[src/rtl/rrf_pkg.sv]
package rrf_pkg;
  typedef enum logic [1:0] {
    ST_IDLE = 2'd0,
    ST_REQ  = 2'd1,
    ST_WAIT = 2'd2
  } rrf_state_e;

  localparam int FIELD_W  = 16;
  localparam int N_FIELDS = 4;
endpackage

[src/rtl/rrf_pend_ctr.sv]
module rrf_pend_ctr #(
  parameter int CNT_W = 4
) (
  input  logic             clk,
  input  logic             rst_n,
  input  logic             add_a,
  input  logic             add_b,
  input  logic             take,
  output logic [CNT_W-1:0] count,
  output logic             nonzero
);
  localparam int          EXT_W   = CNT_W + 2;
  localparam logic [EXT_W-1:0] CNT_MAX = EXT_W'((1 << CNT_W) - 1);

  logic [CNT_W-1:0] cnt_q, cnt_d;
  logic [EXT_W-1:0] sum;

  always_comb begin
    sum = EXT_W'(cnt_q) + EXT_W'(add_a) + EXT_W'(add_b) - EXT_W'(take);
    if (sum > CNT_MAX) cnt_d = CNT_MAX[CNT_W-1:0];
    else               cnt_d = sum[CNT_W-1:0];
  end

  always_ff @(posedge clk or negedge rst_n) begin
    if (!rst_n) cnt_q <= '0;
    else        cnt_q <= cnt_d;
  end

  assign count   = cnt_q;
  assign nonzero = (cnt_q != '0);

  // queued requests must never be lost to saturation
  p_no_overflow_r10: assert property (@(posedge clk) disable iff (!rst_n)
    (cnt_q == CNT_MAX[CNT_W-1:0] && !take) |-> !(add_a || add_b));
endmodule

[src/rtl/rrf_lane_pick.sv]
module rrf_lane_pick #(
  parameter int DATA_W  = 32,
  parameter int FIELD_W = 16
) (
  input  logic               wide,
  input  logic               big_endian,
  input  logic [DATA_W-1:0]  data,
  output logic [FIELD_W-1:0] field
);
  localparam int HI_LSB = DATA_W - FIELD_W;

  always_comb begin
    if (wide && big_endian) field = data[DATA_W-1:HI_LSB];
    else                    field = data[FIELD_W-1:0];
  end
endmodule

[src/rtl/rrf_ptr_step.sv]
module rrf_ptr_step #(
  parameter int PTR_W = 16
) (
  input  logic [PTR_W-1:0] cur,
  input  logic             wide,
  input  logic [PTR_W-1:0] ring_start,
  input  logic [PTR_W-1:0] ring_end,
  input  logic [PTR_W-1:0] wr_ptr,
  output logic [PTR_W-1:0] next,
  output logic             hit_wr
);
  localparam logic [PTR_W-1:0] STEP_NARROW = PTR_W'(8);
  localparam logic [PTR_W-1:0] STEP_WIDE   = PTR_W'(16);

  logic [PTR_W-1:0] raw;

  always_comb begin
    raw    = cur + (wide ? STEP_WIDE : STEP_NARROW);
    next   = (raw == ring_end) ? ring_start : raw;
    hit_wr = (next == wr_ptr);
  end
endmodule

[src/rtl/rrf_ring_fetch.sv]
module rrf_ring_fetch #(
  parameter int ADDR_W = 32,
  parameter int PTR_W  = 16,
  parameter int DATA_W = 32,
  parameter int PEND_W = 4
) (
  input  logic                    clk,
  input  logic                    rst_n,
  input  logic                    cfg_wide,
  input  logic                    cfg_big_endian,
  input  logic [ADDR_W-PTR_W-1:0] cfg_upper,
  input  logic [PTR_W-1:0]        cfg_ring_start,
  input  logic [PTR_W-1:0]        cfg_ring_end,
  input  logic [PTR_W-1:0]        cfg_wr_ptr,
  input  logic                    rd_load,
  input  logic [PTR_W-1:0]        rd_load_val,
  input  logic                    fetch_cmd,
  input  logic                    exh_clr,
  output logic                    mem_req,
  output logic [ADDR_W-1:0]       mem_addr,
  input  logic                    mem_rvalid,
  input  logic [DATA_W-1:0]       mem_rdata,
  output logic                    busy,
  output logic [PTR_W-1:0]        rd_ptr,
  output logic [2*rrf_pkg::FIELD_W-1:0] buf_base,
  output logic [2*rrf_pkg::FIELD_W-1:0] buf_words,
  output logic                    exhausted
);
  import rrf_pkg::*;

  localparam int IDX_W   = $clog2(N_FIELDS);
  localparam int N_HELD  = N_FIELDS - 1;
  localparam logic [IDX_W-1:0] LAST_IDX = IDX_W'(N_FIELDS - 1);

  rrf_state_e       state_q, state_d;
  logic [IDX_W-1:0] idx_q, idx_d;
  logic [PTR_W-1:0] ptr_q, ptr_d;
  logic             exh_q, exh_d;
  logic [2*FIELD_W-1:0] base_q, base_d, words_q, words_d;
  logic [FIELD_W-1:0]   held_q [N_HELD];

  logic [PTR_W-1:0] start_m, end_m, wr_m, load_m;
  logic [PTR_W-1:0] ptr_next, slot_off;
  logic             hit_wr;
  logic [FIELD_W-1:0] field_now;
  logic [PEND_W-1:0]  pend_cnt;
  logic             pend_nz, take, beat, complete, clear_hit;

  assign start_m = {cfg_ring_start[PTR_W-1:1], 1'b0};
  assign end_m   = {cfg_ring_end[PTR_W-1:1], 1'b0};
  assign wr_m    = {cfg_wr_ptr[PTR_W-1:1], 1'b0};
  assign load_m  = {rd_load_val[PTR_W-1:1], 1'b0};

  assign beat      = (state_q == ST_WAIT) && mem_rvalid;
  assign complete  = beat && (idx_q == LAST_IDX);
  assign take      = (state_q == ST_IDLE) && pend_nz;
  assign clear_hit = exh_clr && exh_q;

  rrf_pend_ctr #(.CNT_W(PEND_W)) u_pend (
    .clk(clk), .rst_n(rst_n),
    .add_a(fetch_cmd), .add_b(clear_hit), .take(take),
    .count(pend_cnt), .nonzero(pend_nz)
  );

  rrf_lane_pick #(.DATA_W(DATA_W), .FIELD_W(FIELD_W)) u_lane (
    .wide(cfg_wide), .big_endian(cfg_big_endian),
    .data(mem_rdata), .field(field_now)
  );

  rrf_ptr_step #(.PTR_W(PTR_W)) u_step (
    .cur(ptr_q), .wide(cfg_wide),
    .ring_start(start_m), .ring_end(end_m), .wr_ptr(wr_m),
    .next(ptr_next), .hit_wr(hit_wr)
  );

  // field capture registers, one per held field
  for (genvar g = 0; g < N_HELD; g++) begin : g_held
    logic cap_en;
    assign cap_en = beat && (idx_q == IDX_W'(g));
    always_ff @(posedge clk or negedge rst_n) begin
      if (!rst_n)      held_q[g] <= '0;
      else if (cap_en) held_q[g] <= field_now;
    end
  end

  assign slot_off = cfg_wide ? PTR_W'({idx_q, 2'b00}) : PTR_W'({idx_q, 1'b0});
  assign mem_req  = (state_q == ST_REQ);
  assign mem_addr = {cfg_upper, ptr_q + slot_off};

  always_comb begin
    state_d = state_q;
    idx_d   = idx_q;
    unique case (state_q)
      ST_IDLE: if (pend_nz) begin state_d = ST_REQ; idx_d = '0; end
      ST_REQ:  state_d = ST_WAIT;
      ST_WAIT: if (mem_rvalid) begin
        if (idx_q == LAST_IDX) state_d = ST_IDLE;
        else begin state_d = ST_REQ; idx_d = idx_q + 1'b1; end
      end
      default: state_d = ST_IDLE;
    endcase
  end

  always_comb begin
    ptr_d   = ptr_q;
    base_d  = base_q;
    words_d = words_q;
    exh_d   = exh_q;
    if (clear_hit) exh_d = 1'b0;
    if (complete) begin
      ptr_d   = ptr_next;
      base_d  = {held_q[1], held_q[0]};
      words_d = {field_now, held_q[2]};
      if (hit_wr) exh_d = 1'b1;
    end
    if (rd_load) ptr_d = load_m;
  end

  always_ff @(posedge clk or negedge rst_n) begin
    if (!rst_n) begin
      state_q <= ST_IDLE;
      idx_q   <= '0;
      ptr_q   <= '0;
      exh_q   <= 1'b0;
      base_q  <= '0;
      words_q <= '0;
    end else begin
      state_q <= state_d;
      idx_q   <= idx_d;
      ptr_q   <= ptr_d;
      exh_q   <= exh_d;
      base_q  <= base_d;
      words_q <= words_d;
    end
  end

  assign busy      = pend_nz || (state_q != ST_IDLE);
  assign rd_ptr    = ptr_q;
  assign buf_base  = base_q;
  assign buf_words = words_q;
  assign exhausted = exh_q;

  // one read in flight; the request lasts a single cycle
  p_single_read_r2: assert property (@(posedge clk) disable iff (!rst_n)
    mem_req |=> !mem_req);
  // no new request while waiting for data
  p_wait_data_r2: assert property (@(posedge clk) disable iff (!rst_n)
    (state_q == ST_WAIT && !mem_rvalid) |=> !mem_req);
  // landing on the ring end reloads the start
  p_wrap_r6: assert property (@(posedge clk) disable iff (!rst_n)
    (complete && !rd_load &&
     (ptr_q + (cfg_wide ? PTR_W'(16) : PTR_W'(8))) == end_m)
    |=> (ptr_q == $past(start_m)));
  // catching the write pointer raises the flag
  p_exh_set_r7: assert property (@(posedge clk) disable iff (!rst_n)
    (complete && hit_wr) |=> exh_q);
  // a clear of a set flag drops it and leaves work queued
  p_clear_refetch_r8: assert property (@(posedge clk) disable iff (!rst_n)
    (clear_hit && !complete) |=> (!exh_q && busy));
  // nothing queued or started leaves busy low
  p_idle_r10: assert property (@(posedge clk) disable iff (!rst_n)
    (state_q == ST_IDLE && !pend_nz && !fetch_cmd && !clear_hit) |=> !busy);
endmodule

[config.mk]
export PLATFORM = sky130hd
export DESIGN_NAME = rrf_ring_fetch
export DESIGN_NICKNAME = d
export VERILOG_FILES = /design/src/rtl/rrf_pkg.sv /design/src/rtl/rrf_pend_ctr.sv /design/src/rtl/rrf_lane_pick.sv /design/src/rtl/rrf_ptr_step.sv /design/src/rtl/rrf_ring_fetch.sv
export SDC_FILE = /design/constraint.sdc
export NUM_CORES = 1
export LEC_CHECK = 0
export BUFFER_PORTS_ARGS = -buffer_cell sky130_fd_sc_hd__buf_2
export CORE_MARGIN = 4
export CORE_UTILIZATION = 52
export CTS_CLUSTER_DIAMETER = 200
export DETAILED_ROUTE_END_ITERATION = 8
export PLACE_DENSITY = 0.81
export SYNTH_ARGS = -nofsm -noshare
export SYNTH_HDL_FRONTEND = slang
export SYNTH_SLANG_ARGS = --single-unit
[constraint.sdc]
create_clock -name clk -period 8.6 [get_ports clk]
set_clock_uncertainty 0.2 [all_clocks]
set_input_delay 0.43 -clock clk [delete_from_list [all_inputs] [get_ports clk]]
set_output_delay 0.43 -clock clk [all_outputs]
set_load 0.01 [all_outputs]
==> results_dict.tcl, run 1 <==
set metrics [dict create \
    layout.nets 1044 \
    synth_top_area_share_pct 46.9 \
    synthAdderAreaFrac_pct 3.73 \
    ys.flop_type "dfrtp_1" \
    grt_max_degree 100 \
    die_w_um 127 \
    finalHoldViolCount 0 \
    grt_pass1_wl_um 31300 \
    cts.path.max_buffers 2 \
    htree_levels 4 \
    synth_cells 741 \
    tightest_slew_ns 1.14 \
    synth_simple_gate_area_share_pct 13.9 \
    cellPowerDensity_nw_per_um2 247 \
    critPathArrivalTime_ns 4.66 \
    peakVddDrop_mv 0.214 \
    ys_types 56 \
    max_slew_margin_pct 24.2 \
    yosysSeqAreaShare_pct 46.9 \
    cp_max_fo 37 \
    fmax_mhz 222 \
    yosysWarnings 0 \
    setup_viol 0 \
    hold_slack_ns 0.0160 \
    grt_usage_pct 24.6 \
    setup_slack_ns 4.10 \
    area_growth_syn_to_layout_pct 21.3 \
    synth_area_um2 7300 \
    cp_num_buf_inv 0 \
    fin_crit_ns 4.50 \
    crit_slowest_cell "a2111oi_4" \
    total_power_mw 2.19 \
    die_area_um2 16000 \
    route.detailed.drc 0 \
    hold_class "input pin to flop" \
    viasPerCell 5.56 \
    clk_latency_ns 0.42 \
    place_congestion 0.910 \
    final_cell_mix "197 x buf_2, 137 x dfrtp_1, 96 x nand2_1, 90 x o21ai_0, 48 x mux2_2" \
    drt_iter0_drc 409 \
    leakage_nw 4.60 \
    dp_worst_setup_slack_ns 3.89 \
    io_pins 235 \
    synth_edf_count 0 \
    drtPass1Iterations 5 \
    tritoncts "built" \
    crit_path_frequent_cell "xnor2_1" \
    status "finished, final reports clean" \
    final_common_cell "buf_2" \
    synth_nets 881 \
    rows 43 \
    critPathKind "flop to flop" \
    syn_area_per_cell_um2 9.86 \
    slew_violations 0 \
    synth_compound_area_share_pct 13.1 \
    yosys.area.top_type "dfrtp_1" \
    cp-end-kind "flop" \
    netlist_top_cells_area "dfrtp_1 47%, mux2_2 7.4%, o21ai_0 6.2%" \
    wl_per_cell_um 17.4 \
    io_buffers 198 \
    slowest_delay_ns 0.68 \
    cap_viol_max_count 0 \
    async_reset_ff_share_pct 100 \
    cts_buffers 17 \
    path_clk_slew_ns 0.06 \
    finalSetupTns_ns 0 \
    num_antenna_cells 0 \
    hpwl_um 14100 \
    grt.overflow.total 0 \
    ys_ff_latch 137 \
    grt_setup_unrepaired "no" \
    core_um2 13800 \
    ant_nets 0 \
    startpoint_type "flop" \
    crit_required_ns 8.75 \
    drive_gt1_share_pct 32.1 \
    synth.area.mux_share_pct 11.0 \
    worstPathCellList "ha_1, fa_1, nand3_1, nor4_1, xnor2_1, xnor2_1, a2111oi_4, nand2_4, mux2i_1, xnor2_1, nor4_1, a32o_1" \
    vias 6098 \
    crit_family "simple AND/OR/NAND/NOR gates" \
    cts-root-buf "clkbuf_16" \
    start_util_pct 52.8 \
    grt_pass1_vias 6119 \
    grt_antenna_before_repair 1 \
    synth_xor_area_share_pct 5.70 \
    synth_top_family_by_area "simple AND/OR/NAND/NOR gates" \
    cts.sinks 137 \
    finalCritPeriodShare_pct 52.4 \
    die-height_um 127 \
    wl_um 19100 \
]
## cells in the mapped netlist (all sizes together), types with 2 or more instances
| cell | instances |
|---|---|
| mux2i | 26 |
| a211oi | 3 |
| fa | 3 |
| mux2 | 48 |
| nor3 | 6 |
| a21oi | 24 |
| nor4 | 8 |
| o22ai | 12 |
| a221oi | 2 |
| a211o | 2 |
| xor2 | 9 |
| buf | 33 |
| or2 | 5 |
| nand3 | 19 |
| ha | 17 |
| clkbuf | 26 |
| dfrtp | 137 |
| and3 | 5 |
| o2bb2ai | 3 |
| a2111oi | 2 |
| nor2 | 34 |
| and2 | 5 |
| o21ai | 90 |
| nand2 | 99 |
| a21o | 5 |
| nor2b | 13 |
| nand2b | 9 |
| nand4 | 8 |
| xnor2 | 36 |
| inv | 25 |
| a22oi | 2 |
| a31oi | 9 |
## power breakdown
group / switching [mW] / internal [mW] / total [mW] / leakage, nW
Combinational: 0.308 / 0.241 / 0.549 / 2.49
Sequential: 0.106 / 0.799 / 0.905 / 1.82
Clock: 0.286 / 0.446 / 0.732 / 0.291
## routing by layer
metal  global-route usage, %  vias up  wire length (um)
met1                    32.1     2876              7890
met3                    6.91       49              1750
met2                    39.1      290              8830
met5                       0        -                 7
met4                    9.53        2               580
li1                        -     2881                 -
## final timing paths
path	start	to	slack [ns]	depth (start not counted)
setup / recovery	rd_ptr[3]$_DFFE_PN0P_	exhausted$_DFF_PN0_	4.10	12
hold / removal	rd_load_val[6]	rd_ptr[6]$_DFFE_PN0P_	0.02	3
setup reg to reg	rd_ptr[3]$_DFFE_PN0P_	exhausted$_DFF_PN0_	4.10	12
hold reg to reg	buf_words[16]$_DFFE_PN0P_	buf_words[16]$_DFFE_PN0P_	0.27	2
max in group asynchronous	rst_n	held_q[23]$_DFFE_PN0P_	6.44	3
min in group asynchronous	rst_n	held_q[3]$_DFFE_PN0P_	0.36	2
## area by class of cell
cell class,instances,area (um^2)
fill,1163,4960
multi-input combinational,520,3480
sequential,137,3430
timing repair buffer,203,1040
clock buffer,19,453
tap,180,225
clock inverter,12,139
inverter,25,93.8
## cells by family (layout without fill, tap and decap cells)
family	after synthesis	in the layout
XOR/XNOR	46	46
multiplexers	74	74
buffers and inverters	84	259
flip-flops	137	137
AND/OR/NAND/NOR	216	216
AO/OA/AOI/OAI	164	164
adder cells (fa/ha/maj)	20	20
## tightest hold or removal path, cell delays in order
cell	delay, ns
buf_2	0.07
nand2_1	0.04
o21ai_0	0.05
## metrics by stage
step | area [um^2] | cells | utilization, %
detailed placement | 8250 | 1063 | 59.7
global route | 8860 | 1096 | 64.1
CTS | 8860 | 1096 | 64.1
floorplan | 7300 | 741 | -
global placement | 8250 | 1063 | 59.7
finish | 8860 | 1096 | 64.1
## state kept, by name, summed over array words and instances (netlist names)
name,flops
exhausted,1
buf_base,32
u_pend.count,4
rd_ptr,16
state_q,2
idx_q,2
held_q,48
buf_words,32
## timing repair
action                    CTS  global route
hold endpoints to repair   57             0
gates resized for setup     0             0
buffers inserted            0             0
hold buffers                2             0
No activity file was read; power rests on OpenSTA's default activity.
==> run 2: changes to the inputs <==
ABC_AREA = 1   (was unset)
CORE_UTILIZATION = 47   (was 52)
PLACE_DENSITY = 0.77   (was 0.81)
clock period = 3.78 ns   (was 8.6 ns; I/O delays follow)
==> run 2 against run 1 <==
  * Non-clock buffer count up 39
  * Combinational power grew to 3.3 times the previous value
  * Utilization decreased by 2.5 points
  * Via count rose by 15%
  * Clock power increased by 130%
  * Critical endpoint is now rd_ptr[7]$_DFFE_PN0P_
  * Largest cell class is now sequential cells
  * Largest power group unchanged
  * Highest routed layer is now met4
==> results_dict.tcl, run 2 <==
set metrics [dict create \
    synth_top_area_share_pct 46.1 \
    synth_area_um2 7440 \
    final_cell_mix "295 x nand2_1, 197 x buf_2, 137 x dfrtp_1, 128 x inv_1, 106 x o21ai_0" \
    netlist_top_cells_area "dfrtp_1 46%, nand2_1 15%, o21ai_0 7.1%" \
    layout.nets 1290 \
    peakVddDrop_mv 0.444 \
    cp_num_buf_inv 2 \
    hpwl_um 15100 \
    clk_latency_ns 0.42 \
    io_pins 235 \
    critPathArrivalTime_ns 3.59 \
    startpoint_type "flop" \
    largest_reg_flops 48 \
    cts-root-buf "clkbuf_16" \
    place_congestion 0.891 \
    yosysSeqAreaShare_pct 46.1 \
    finalCritPeriodShare_pct 92.3 \
    drt_iter0_drc 528 \
    status "finished, final reports clean" \
    die_area_um2 17900 \
    dp_worst_setup_slack_ns 0.492 \
    crit_family "simple AND/OR/NAND/NOR gates" \
    wl_per_cell_um 15.8 \
    grt_usage_pct 24.4 \
    worstPathCellList "ha_1, fa_1, inv_1, nor2_4, nand3_1, nand2_1, nand2_1, nand2_1, nand2_1, nand3_1, nor2_4, nand4_1, a21oi_1, o22ai_1, dlygate4sd3_1" \
    vias 6992 \
    drive_gt1_share_pct 24.2 \
    wl_um 21700 \
    async_reset_ff_share_pct 100 \
    grt_max_degree 114 \
    setup_slack_ns 0.291 \
    yosys.area.top_type "dfrtp_1" \
    top_register "held_q" \
    final_common_cell "nand2_1" \
    die-height_um 134 \
    synth_nets 1078 \
    tritoncts "built" \
    io_buffers 198 \
    register_area_um2 3430 \
    yosysMostFrequentCell "nand2_1" \
    hold_class "input pin to flop" \
    synth_common_cells "295 x nand2_1, 137 x dfrtp_1, 129 x inv_1" \
    start_util_pct 48.4 \
    cellPowerDensity_nw_per_um2 606 \
    ys.flop_type "dfrtp_1" \
    finalHoldViolCount 0 \
    slew_violations 0 \
    crit_required_ns 3.88 \
    max_slew_margin_pct 22.8 \
    ys_types 33 \
    multi_input_area_um2 3270 \
    htree_levels 4 \
    grt_setup_unrepaired "no" \
    viasPerCell 5.09 \
    cp-end-kind "flop" \
    grt.overflow.total 0 \
    cts.path.max_buffers 2 \
    fmax_mhz 287 \
    path_clk_slew_ns 0.06 \
    drtPass1Iterations 5 \
    grt_pass1_vias 6816 \
    ant_nets 0 \
    slowest_delay_ns 0.57 \
    cts_buffers 17 \
    tightest_slew_ns 1.16 \
    fin_crit_ns 3.49 \
    route.detailed.drc 0 \
    cp_max_fo 17 \
    grt_antenna_before_repair 0 \
    critPathKind "flop to flop" \
    synth_cells 938 \
    core_um2 15400 \
    die_w_um 134 \
    synth_edf_count 0 \
    finalSetupTns_ns 0 \
    grt_pass1_wl_um 34500 \
    yosysWarnings 0 \
    cts.sinks 137 \
    crit_path_frequent_cell "nand2_1" \
    syn_area_per_cell_um2 7.93 \
    setup_viol 0 \
    leakage_nw 5.10 \
    ys_ff_latch 137 \
    rows 45 \
    total_power_mw 5.73 \
    fillers 1364 \
    num_antenna_cells 0 \
    crit_slowest_cell "dlygate4sd3_1" \
    area_growth_syn_to_layout_pct 27.2 \
    cap_viol_max_count 0 \
]
## run 2: cell types whose count changed in the layout (fill, tap and decap cells not counted), moves of 18 or more
cell	delta
dlygate4sd3_1	+34
inv_1	+103
mux2_2	-32
a21oi_1	-18
xnor2_1	-28
nand3_1	+23
nand2_1	+199
mux2i_1	-25
## run 2: timing repair
item                                    4_1_cts  5_1_grt
buffers inserted                              0        0
endpoints found under the setup margin        0        2
hold endpoints to repair                    133        0
gates resized for setup                       0        1
hold buffers                                 36        0
## run 2: area by class of cell
cell class,count,share of cell area [%]
flip-flops and latches,137,36.2
multi-input cells,623,34.6
repair buffers,242,15.0
inverters,129,5.12
clock buffers,18,4.54
well taps,211,2.79
clock inverters,14,1.77
## run 2: worst paths after layout
kind	to	cells after the start	start	slack [ns]
min in group asynchronous	buf_words[21]$_DFFE_PN0P_	2	rst_n	0.25
worst max-delay path	rd_ptr[7]$_DFFE_PN0P_	15	rd_ptr[3]$_DFFE_PN0P_	0.29
worst min-delay path	buf_words[18]$_DFFE_PN0P_	4	mem_rdata[18]	0.002
max in group asynchronous	buf_words[12]$_DFFE_PN0P_	3	rst_n	2.29
worst min register to register	buf_words[19]$_DFFE_PN0P_	2	buf_words[19]$_DFFE_PN0P_	0.28
worst max register to register	rd_ptr[7]$_DFFE_PN0P_	15	rd_ptr[3]$_DFFE_PN0P_	0.29
## run 2: per-stage QoR
stage	std cells	hold slack (ns)	utilization (%)	area (um^2)
2_1_floorplan	938	-0.307	-	7440
3_3_place_gp	1306	0.165	55.3	8500
3_5_place_dp	1306	0.165	55.3	8500
4_1_cts	1374	0.000397	61.5	9460
5_1_grt	1374	0.0105	61.6	9460
6_report	1374	0.00243	61.6	9460
## run 2: cells by family after synthesis
kind of cell    after synthesis  synth area share [%]
simple gates                436                  25.7
buf+inv                     178                  10.1
flops                       137                  46.1
compound gates              130                  9.52
xor+xnor                     21                  2.47
fa+ha+maj                    20                  3.67
mux                          16                  2.42
## run 2: where the power goes
part | switching, mW | total, mW | internal (mW) | leakage [nW]
combinational | 1.09 | 1.81 | 0.718 | 3.16
sequential | 0.247 | 2.25 | 2.00 | 1.66
clock | 0.684 | 1.68 | 0.991 | 0.290
## run 2: worst register-to-register path, cell delays in order (launching register included)
cell and delay, ns:
dfrtp_1 0.41, ha_1 0.22, fa_1 0.42, inv_1 0.14, nor2_4 0.09, nand3_1 0.09
nand2_1 0.09, nand2_1 0.11, nand2_1 0.06, nand2_1 0.06, nand3_1 0.11, nor2_4 0.37
nand4_1 0.18, a21oi_1 0.18, o22ai_1 0.08, dlygate4sd3_1 0.57
## run 2: layer usage
metal  part of all wire [%]  global-route usage [%]
met1                     42                    31.4
met2                     47                    38.9
met5                      0                       0
met4                    3.5                    11.9
met3                    6.9                    5.59
